===== src/rtl/dma_rw_seq_pkg.sv =====
package dma_rw_seq_pkg;

  typedef enum logic [2:0] {
    ST_IDLE  = 3'd0,
    ST_READ  = 3'd1,
    ST_WRITE = 3'd2,
    ST_TERM  = 3'd3,
    ST_DONE  = 3'd4
  } seqState_t;

  // Strobes from control to datapath, one cycle each.
  typedef struct packed {
    logic load;         // accept descriptor, clear flags
    logic rdDone;       // read response accepted: capture data, step source
    logic wrDone;       // write response accepted: step destination, count down
    logic setErrSrc;
    logic setErrDst;
    logic setErrCancel;
    logic setDone;
  } seqStrobe_t;

endpackage


===== src/rtl/dma_rw_seq_dp.sv =====
module dma_rw_seq_dp
  import dma_rw_seq_pkg::*;
#(
  parameter int ADDR_W = 32,
  parameter int DATA_W = 32,
  parameter int OFF_W  = 16,
  parameter int CNT_W  = 16
) (
  input  logic              clk,
  input  logic              rstN,
  input  seqStrobe_t        strobe,
  input  logic [ADDR_W-1:0] startSrc,
  input  logic [ADDR_W-1:0] startDst,
  input  logic [OFF_W-1:0]  startSrcOff,
  input  logic [OFF_W-1:0]  startDstOff,
  input  logic [CNT_W-1:0]  startCount,
  input  logic [DATA_W-1:0] busRdata,
  output logic [ADDR_W-1:0] srcAddr,
  output logic [ADDR_W-1:0] dstAddr,
  output logic [CNT_W-1:0]  count,
  output logic [DATA_W-1:0] dataHold,
  output logic              errSrc,
  output logic              errDst,
  output logic              errCancel,
  output logic              doneSticky,
  output logic              lastPair
);

  localparam int EXT_W = ADDR_W - OFF_W;

  logic [OFF_W-1:0]  srcOffQ;
  logic [OFF_W-1:0]  dstOffQ;
  logic [ADDR_W-1:0] srcStep;
  logic [ADDR_W-1:0] dstStep;

  assign srcStep  = {{EXT_W{srcOffQ[OFF_W-1]}}, srcOffQ};
  assign dstStep  = {{EXT_W{dstOffQ[OFF_W-1]}}, dstOffQ};
  assign lastPair = (count == CNT_W'(1));

  always_ff @(posedge clk or negedge rstN) begin
    if (!rstN) begin
      srcAddr    <= '0;
      dstAddr    <= '0;
      srcOffQ    <= '0;
      dstOffQ    <= '0;
      count      <= '0;
      dataHold   <= '0;
      errSrc     <= 1'b0;
      errDst     <= 1'b0;
      errCancel  <= 1'b0;
      doneSticky <= 1'b0;
    end else if (strobe.load) begin
      srcAddr    <= startSrc;
      dstAddr    <= startDst;
      srcOffQ    <= startSrcOff;
      dstOffQ    <= startDstOff;
      count      <= startCount;
      errSrc     <= 1'b0;
      errDst     <= 1'b0;
      errCancel  <= 1'b0;
      doneSticky <= 1'b0;
    end else begin
      if (strobe.rdDone) begin
        dataHold <= busRdata;
        srcAddr  <= srcAddr + srcStep;
      end
      if (strobe.wrDone) begin
        dstAddr <= dstAddr + dstStep;
        count   <= count - CNT_W'(1);
      end
      if (strobe.setErrSrc)    errSrc     <= 1'b1;
      if (strobe.setErrDst)    errDst     <= 1'b1;
      if (strobe.setErrCancel) errCancel  <= 1'b1;
      if (strobe.setDone)      doneSticky <= 1'b1;
    end
  end

endmodule


===== src/rtl/dma_rw_seq_ctrl.sv =====
module dma_rw_seq_ctrl
  import dma_rw_seq_pkg::*;
(
  input  logic       clk,
  input  logic       rstN,
  input  logic       startValid,
  input  logic       startZero,
  input  logic       cancelReq,
  input  logic       errCancelReq,
  input  logic       busGnt,
  input  logic       busRspValid,
  input  logic       busRspErr,
  input  logic       lastPair,
  output seqStrobe_t strobe,
  output logic       busReq,
  output logic       busWrite,
  output logic       busy,
  output logic       terminated
);

  seqState_t state, stateNext;
  logic waitRsp;
  logic stopAfterWrite;   // a read faulted: finish this write, then stop
  logic stopAfterRead;    // a write faulted: finish next read, then stop
  logic cancelPend;

  logic active, rspTake, cancelNow;

  assign active     = (state == ST_READ) || (state == ST_WRITE);
  assign busReq     = active && !waitRsp;
  assign busWrite   = (state == ST_WRITE);
  assign busy       = (state != ST_IDLE);
  assign terminated = (state == ST_TERM);
  assign rspTake    = active && waitRsp && busRspValid;
  assign cancelNow  = (cancelReq || errCancelReq) && active && !lastPair;

  always_comb begin
    strobe              = '0;
    strobe.load         = (state == ST_IDLE) && startValid;
    strobe.rdDone       = rspTake && (state == ST_READ);
    strobe.wrDone       = rspTake && (state == ST_WRITE);
    strobe.setErrSrc    = strobe.rdDone && busRspErr;
    strobe.setErrDst    = strobe.wrDone && busRspErr;
    strobe.setErrCancel = errCancelReq && active && !lastPair;
    strobe.setDone      = (state == ST_DONE);
  end

  always_comb begin
    stateNext = state;
    unique case (state)
      ST_IDLE:  if (strobe.load) stateNext = startZero ? ST_DONE : ST_READ;
      ST_READ:  if (strobe.rdDone) stateNext = stopAfterRead ? ST_TERM : ST_WRITE;
      ST_WRITE: begin
        if (strobe.wrDone) begin
          if (lastPair)                    stateNext = (busRspErr || stopAfterWrite) ? ST_TERM : ST_DONE;
          else if (stopAfterWrite)         stateNext = ST_TERM;
          else if (busRspErr)              stateNext = ST_READ;
          else if (cancelPend || cancelNow) stateNext = ST_TERM;
          else                             stateNext = ST_READ;
        end
      end
      ST_TERM:  stateNext = ST_IDLE;
      ST_DONE:  stateNext = ST_IDLE;
      default:  stateNext = ST_IDLE;
    endcase
  end

  always_ff @(posedge clk or negedge rstN) begin
    if (!rstN) begin
      state          <= ST_IDLE;
      waitRsp        <= 1'b0;
      stopAfterWrite <= 1'b0;
      stopAfterRead  <= 1'b0;
      cancelPend     <= 1'b0;
    end else begin
      state <= stateNext;
      if (rspTake)                waitRsp <= 1'b0;
      else if (busReq && busGnt)  waitRsp <= 1'b1;
      if (strobe.load) begin
        stopAfterWrite <= 1'b0;
        stopAfterRead  <= 1'b0;
        cancelPend     <= 1'b0;
      end else begin
        if (strobe.setErrSrc) stopAfterWrite <= 1'b1;
        if (strobe.setErrDst && !lastPair) stopAfterRead <= 1'b1;
        if (cancelNow) cancelPend <= 1'b1;
      end
    end
  end

endmodule


===== src/rtl/dma_rw_sequencer.sv =====
module dma_rw_sequencer
  import dma_rw_seq_pkg::*;
#(
  parameter int ADDR_W = 32,
  parameter int DATA_W = 32,
  parameter int OFF_W  = 16,
  parameter int CNT_W  = 16
) (
  input  logic              clk,
  input  logic              rstN,
  input  logic              startValid,
  input  logic [ADDR_W-1:0] startSrc,
  input  logic [ADDR_W-1:0] startDst,
  input  logic [OFF_W-1:0]  startSrcOff,
  input  logic [OFF_W-1:0]  startDstOff,
  input  logic [CNT_W-1:0]  startCount,
  input  logic              cancelReq,
  input  logic              errCancelReq,
  output logic              busReq,
  output logic              busWrite,
  output logic [ADDR_W-1:0] busAddr,
  output logic [DATA_W-1:0] busWdata,
  input  logic              busGnt,
  input  logic              busRspValid,
  input  logic              busRspErr,
  input  logic [DATA_W-1:0] busRdata,
  output logic              busy,
  output logic              doneFlag,
  output logic              terminated,
  output logic              errSrcFlag,
  output logic              errDstFlag,
  output logic              errCancelFlag,
  output logic [ADDR_W-1:0] wbSrcAddr,
  output logic [ADDR_W-1:0] wbDstAddr,
  output logic [CNT_W-1:0]  wbCount
);

  seqStrobe_t strobe;
  logic       lastPair;
  logic       startZero;

  assign startZero = (startCount == '0);

  dma_rw_seq_ctrl u_ctrl (
    .clk          (clk),
    .rstN         (rstN),
    .startValid   (startValid),
    .startZero    (startZero),
    .cancelReq    (cancelReq),
    .errCancelReq (errCancelReq),
    .busGnt       (busGnt),
    .busRspValid  (busRspValid),
    .busRspErr    (busRspErr),
    .lastPair     (lastPair),
    .strobe       (strobe),
    .busReq       (busReq),
    .busWrite     (busWrite),
    .busy         (busy),
    .terminated   (terminated)
  );

  dma_rw_seq_dp #(
    .ADDR_W (ADDR_W),
    .DATA_W (DATA_W),
    .OFF_W  (OFF_W),
    .CNT_W  (CNT_W)
  ) u_dp (
    .clk         (clk),
    .rstN        (rstN),
    .strobe      (strobe),
    .startSrc    (startSrc),
    .startDst    (startDst),
    .startSrcOff (startSrcOff),
    .startDstOff (startDstOff),
    .startCount  (startCount),
    .busRdata    (busRdata),
    .srcAddr     (wbSrcAddr),
    .dstAddr     (wbDstAddr),
    .count       (wbCount),
    .dataHold    (busWdata),
    .errSrc      (errSrcFlag),
    .errDst      (errDstFlag),
    .errCancel   (errCancelFlag),
    .doneSticky  (doneFlag),
    .lastPair    (lastPair)
  );

  assign busAddr = busWrite ? wbDstAddr : wbSrcAddr;

endmodule


===== config.mk =====
export PLATFORM = sky130hd
export DESIGN_NAME = dma_rw_sequencer
export DESIGN_NICKNAME = d
export VERILOG_FILES = /design/src/rtl/dma_rw_seq_pkg.sv /design/src/rtl/dma_rw_seq_dp.sv /design/src/rtl/dma_rw_seq_ctrl.sv /design/src/rtl/dma_rw_sequencer.sv
export SDC_FILE = /design/constraint.sdc
export NUM_CORES = 1
export LEC_CHECK = 0
export BUFFER_PORTS_ARGS = -buffer_cell sky130_fd_sc_hd__buf_4
export CORE_MARGIN = 3
export CORE_UTILIZATION = 45
export CTS_CLUSTER_DIAMETER = 120
export DETAILED_ROUTE_END_ITERATION = 6
export PLACE_DENSITY = 0.71
export SLEW_MARGIN = 10
export SYNTH_ARGS = -nofsm -noshare
export SYNTH_HDL_FRONTEND = slang
export SYNTH_SLANG_ARGS = --single-unit

===== constraint.sdc =====
create_clock -name clk -period 5.4 [get_ports clk]
set_input_delay 0.27 -clock clk [delete_from_list [all_inputs] [get_ports clk]]
set_output_delay 0.27 -clock clk [all_outputs]
set_load 0.02 [all_outputs]

==> flow_summary_export.csv <==
group,metric,value,unit
final_layout,final_core_util,60.9,%
worst_setup_path,worstPathMaxFanout,20,
detailed_routing,wl,33100,um
timing,relSlewSlack,31.9,%
timing,rsz0062_at_grt,"no",
floorplanning,core,21400,um2
placed_design,placed_cells,1665,
worst_setup_path,cp-start-kind,"flop",
final_layout,final_area,13000,um2
detailed_routing,vias,9659,
yosys,synth-adder-area-share,8.45,%
timing,min_period,3430,ps
timing,clock-skew-final,12.7,ps
power,p_per_area,756,nW/um2
timing,hold_violations,0,
yosys,synthMuxAreaShare,4.15,%
worst_setup_path,rrSetupSlack,1970,ps
floorplanning,fp.dieW,155,um
yosys,yosys-top-cells-count,"nand2_1 (263), dfrtp_1 (154), o21ai_0 (68)",
worst_setup_path,end_kind,"flop",
detailed_routing,initialDrtViolationCount,688,
yosys,synthFlopType,"dfrtp_1",
detailed_routing,drc_errors,0,
placed_design,placed_cell_area,12400,um2
detailed_routing,dr.pass1.iters,7,
yosys,async_reset_ff_share,100,%
floorplanning,initial_utilization,46.6,%
detailed_routing,wl_per_cell,19.5,um
final_layout,fin_cells,1698,
timing,setup_tns,0,ps
yosys,synth.cell_area,9950,um2
detailed_routing,ant_nets,0,
clock_network,numCtsBuffers,17,
final_layout,drive_above_1_share,28.4,%
timing,holdWs,24.2,ps
global_route,track_usage,26.9,%
clock_network,clk_path_buf_depth,2,
yosys,syn-num-nets,1349,
placed_design,numPortBuffers,303,
yosys,synth_compound_area_share,21.8,%
yosys,syn_inst,1131,
global_route,grt_max_degree,93,
worst_setup_path,crit_type,"flop to flop",
yosys,synth_edf_count,0,
hold_path,hold_path_class,"input port to flop",
yosys,synth_area_leaders,"dfrtp_1 (39%), nand2_1 (9.9%), ha_1 (8.0%), a22oi_1 (4.0%), mux2_2 (3.8%)",
final_layout,syn2layout_area_growth,30.7,%
yosys,yosysWarningCount,0,
clock_network,cts_tree,"done",
yosys,syn_area_per_cell,8.80,um2
power,ir_drop,358,uV
power,p_leak,6.48,nW
worst_setup_path,cp.required,5680,ps
floorplanning,die_h,155,um
run,cap_violations,0,
clock_network,htreeDepth,4,
timing,timing.fmax,292,MHz
clock_network,post-cts-setup-buffers,0,
clock_network,clk_latency,430,ps
yosys,ys_types,78,
clock_network,clock-sinks,154,
timing,layout_setup_ws,1970,ps
clock_network,cts.clk_slew.worst_paths,70,ps
yosys,synth_xor_area_share,5.11,%
status,status,"finished, final reports clean",
timing,slew_viol_final,0,
placed_design,gp_congestion,0.950,
yosys,synth_top_cell_area_share,38.7,%
global_route,grt_pass1_vias,9397,
final_layout,fillers,1923,
final_layout,insertedDiodeCount,0,
floorplanning,rows,53,
timing,finalSetupViolCount,0,
timing,tightest_slew,1020,ps
yosys,yosysMostFrequentCell,"nand2_1",
power,totalPowerFinal,9.84,mW
yosys,synth_largest_area_cell,"dfrtp_1",
worst_setup_path,crit_arrival,3710,ps
timing,period_share,63.5,%
global_route,grt_pass1_wl,51100,um
floorplanning,ios,304,
clock_network,root_buffer,"clkbuf_16",
final_layout,fin_nets,1628,
global_route,overflow,0,
floorplanning,dieArea,23900,um2
global_route,antenna_found_initial,0,
yosys,synth_top_family_by_area,"compound AO/OA/AOI/OAI gates",
placed_design,pre_cts_ws,2060,ps
yosys,synth.ff_latch_count,154,
yosys,synth_simple_gate_area_share,18.5,%
detailed_routing,viasPerCell,5.69,
placed_design,hpwl,24900,um
yosys,yosysSeqAreaShare,38.7,%
[layout make-up]
class | count | area (um2) | share of cell area [%]
multi-input cells | 906 | 5800 | 44.6
repair buffers | 314 | 2360 | 18.2
clock inverters | 14 | 138 | 1.06
inverters | 17 | 63.8 | 0.491
clock buffers | 18 | 439 | 3.38
flip-flops and latches | 154 | 3850 | 29.6
well taps | 275 | 344 | 2.65
[worst paths after layout]
path,cells past startpoint,start,end
max,10,u_dp.srcOffQ[15],u_dp.srcAddr[24]
min,3,startSrcOff[3],u_dp.srcOffQ[3]
max reg2reg,10,u_dp.srcOffQ[15],u_dp.srcAddr[24]
min reg2reg,2,u_dp.dataHold[30],u_dp.dataHold[30]
max in group asynchronous,3,rstN,u_dp.dstAddr[10]
min in group asynchronous,2,rstN,u_dp.dataHold[11]
[critical path, cell delays in order, from the launching register on]
cell and delay [ps]:
dfrtp_1 800, ha_1 440, a211oi_1 300, o211ai_1 150, a221o_1 350, a2111oi_2 470
o31ai_2 170, a21o_1 200, a21oi_1 160, xor2_1 170, o21ai_1 80
[routing by layer]
metal  GRT usage (%)  wire length [um]  up-vias
met3            6.80              2850       38
met5               0                 0        -
li1                -                 -     4647
met4            6.56               677        0
met2            45.1             15700      400
met1            35.1             13900     4574
[where the power goes]
part / internal, mW / switching (mW)
clock network: 0.657 / 0.530
logic: 2.65 / 3.60
registers: 1.70 / 0.695
total: 5.01 / 4.83
[cell families (layout without fill, tap and decap cells)]
logic type               after synthesis  in the layout
multiplexers                          37             37
AO/OA/AOI/OAI                        319            319
adder cells (fa/ha/maj)               66             66
XOR/XNOR                              58             58
buffers and inverters                 71            363
flip-flops                           154            154
AND/OR/NAND/NOR                      426            426
[placed cells by master (no fill, tap or decap), types with 7 or more instances in the layout]
cell type / instances
nor3_1: 15
xor2_1: 24
nor2_1: 54
ha_1: 64
xnor2_1: 34
dfrtp_1: 154
buf_4: 312
a21o_1: 34
o21a_1: 12
nand4_1: 8
mux2_2: 34
nand3_1: 25
a221o_1: 9
o21ai_0: 68
a22oi_1: 53
a31oi_1: 13
clkbuf_16: 17
nand2_1: 262
inv_1: 17
o21ai_1: 12
nand2b_1: 7
nor4_1: 9
o211ai_1: 11
a21oi_1: 57
[sequential cells by signal, summed over array words and instances, names as in the netlist]
name                   count
u_ctrl.state               3
u_ctrl.stopAfterRead       1
u_dp.srcAddr              32
u_dp.dstOffQ              16
u_ctrl.waitRsp             1
u_dp.dataHold             32
u_dp.dstAddr              32
u_dp.srcOffQ              16
u_dp.errDst                1
u_ctrl.cancelPend          1
u_dp.errCancel             1
u_dp.count                16
u_dp.doneSticky            1
u_ctrl.stopAfterWrite      1
[repair_timing]
item,in CTS,in global routing
hold buffers,1,0
hold endpoints to repair,35,0
gates resized for setup,0,0
Power figures use the tool's default switching activity.
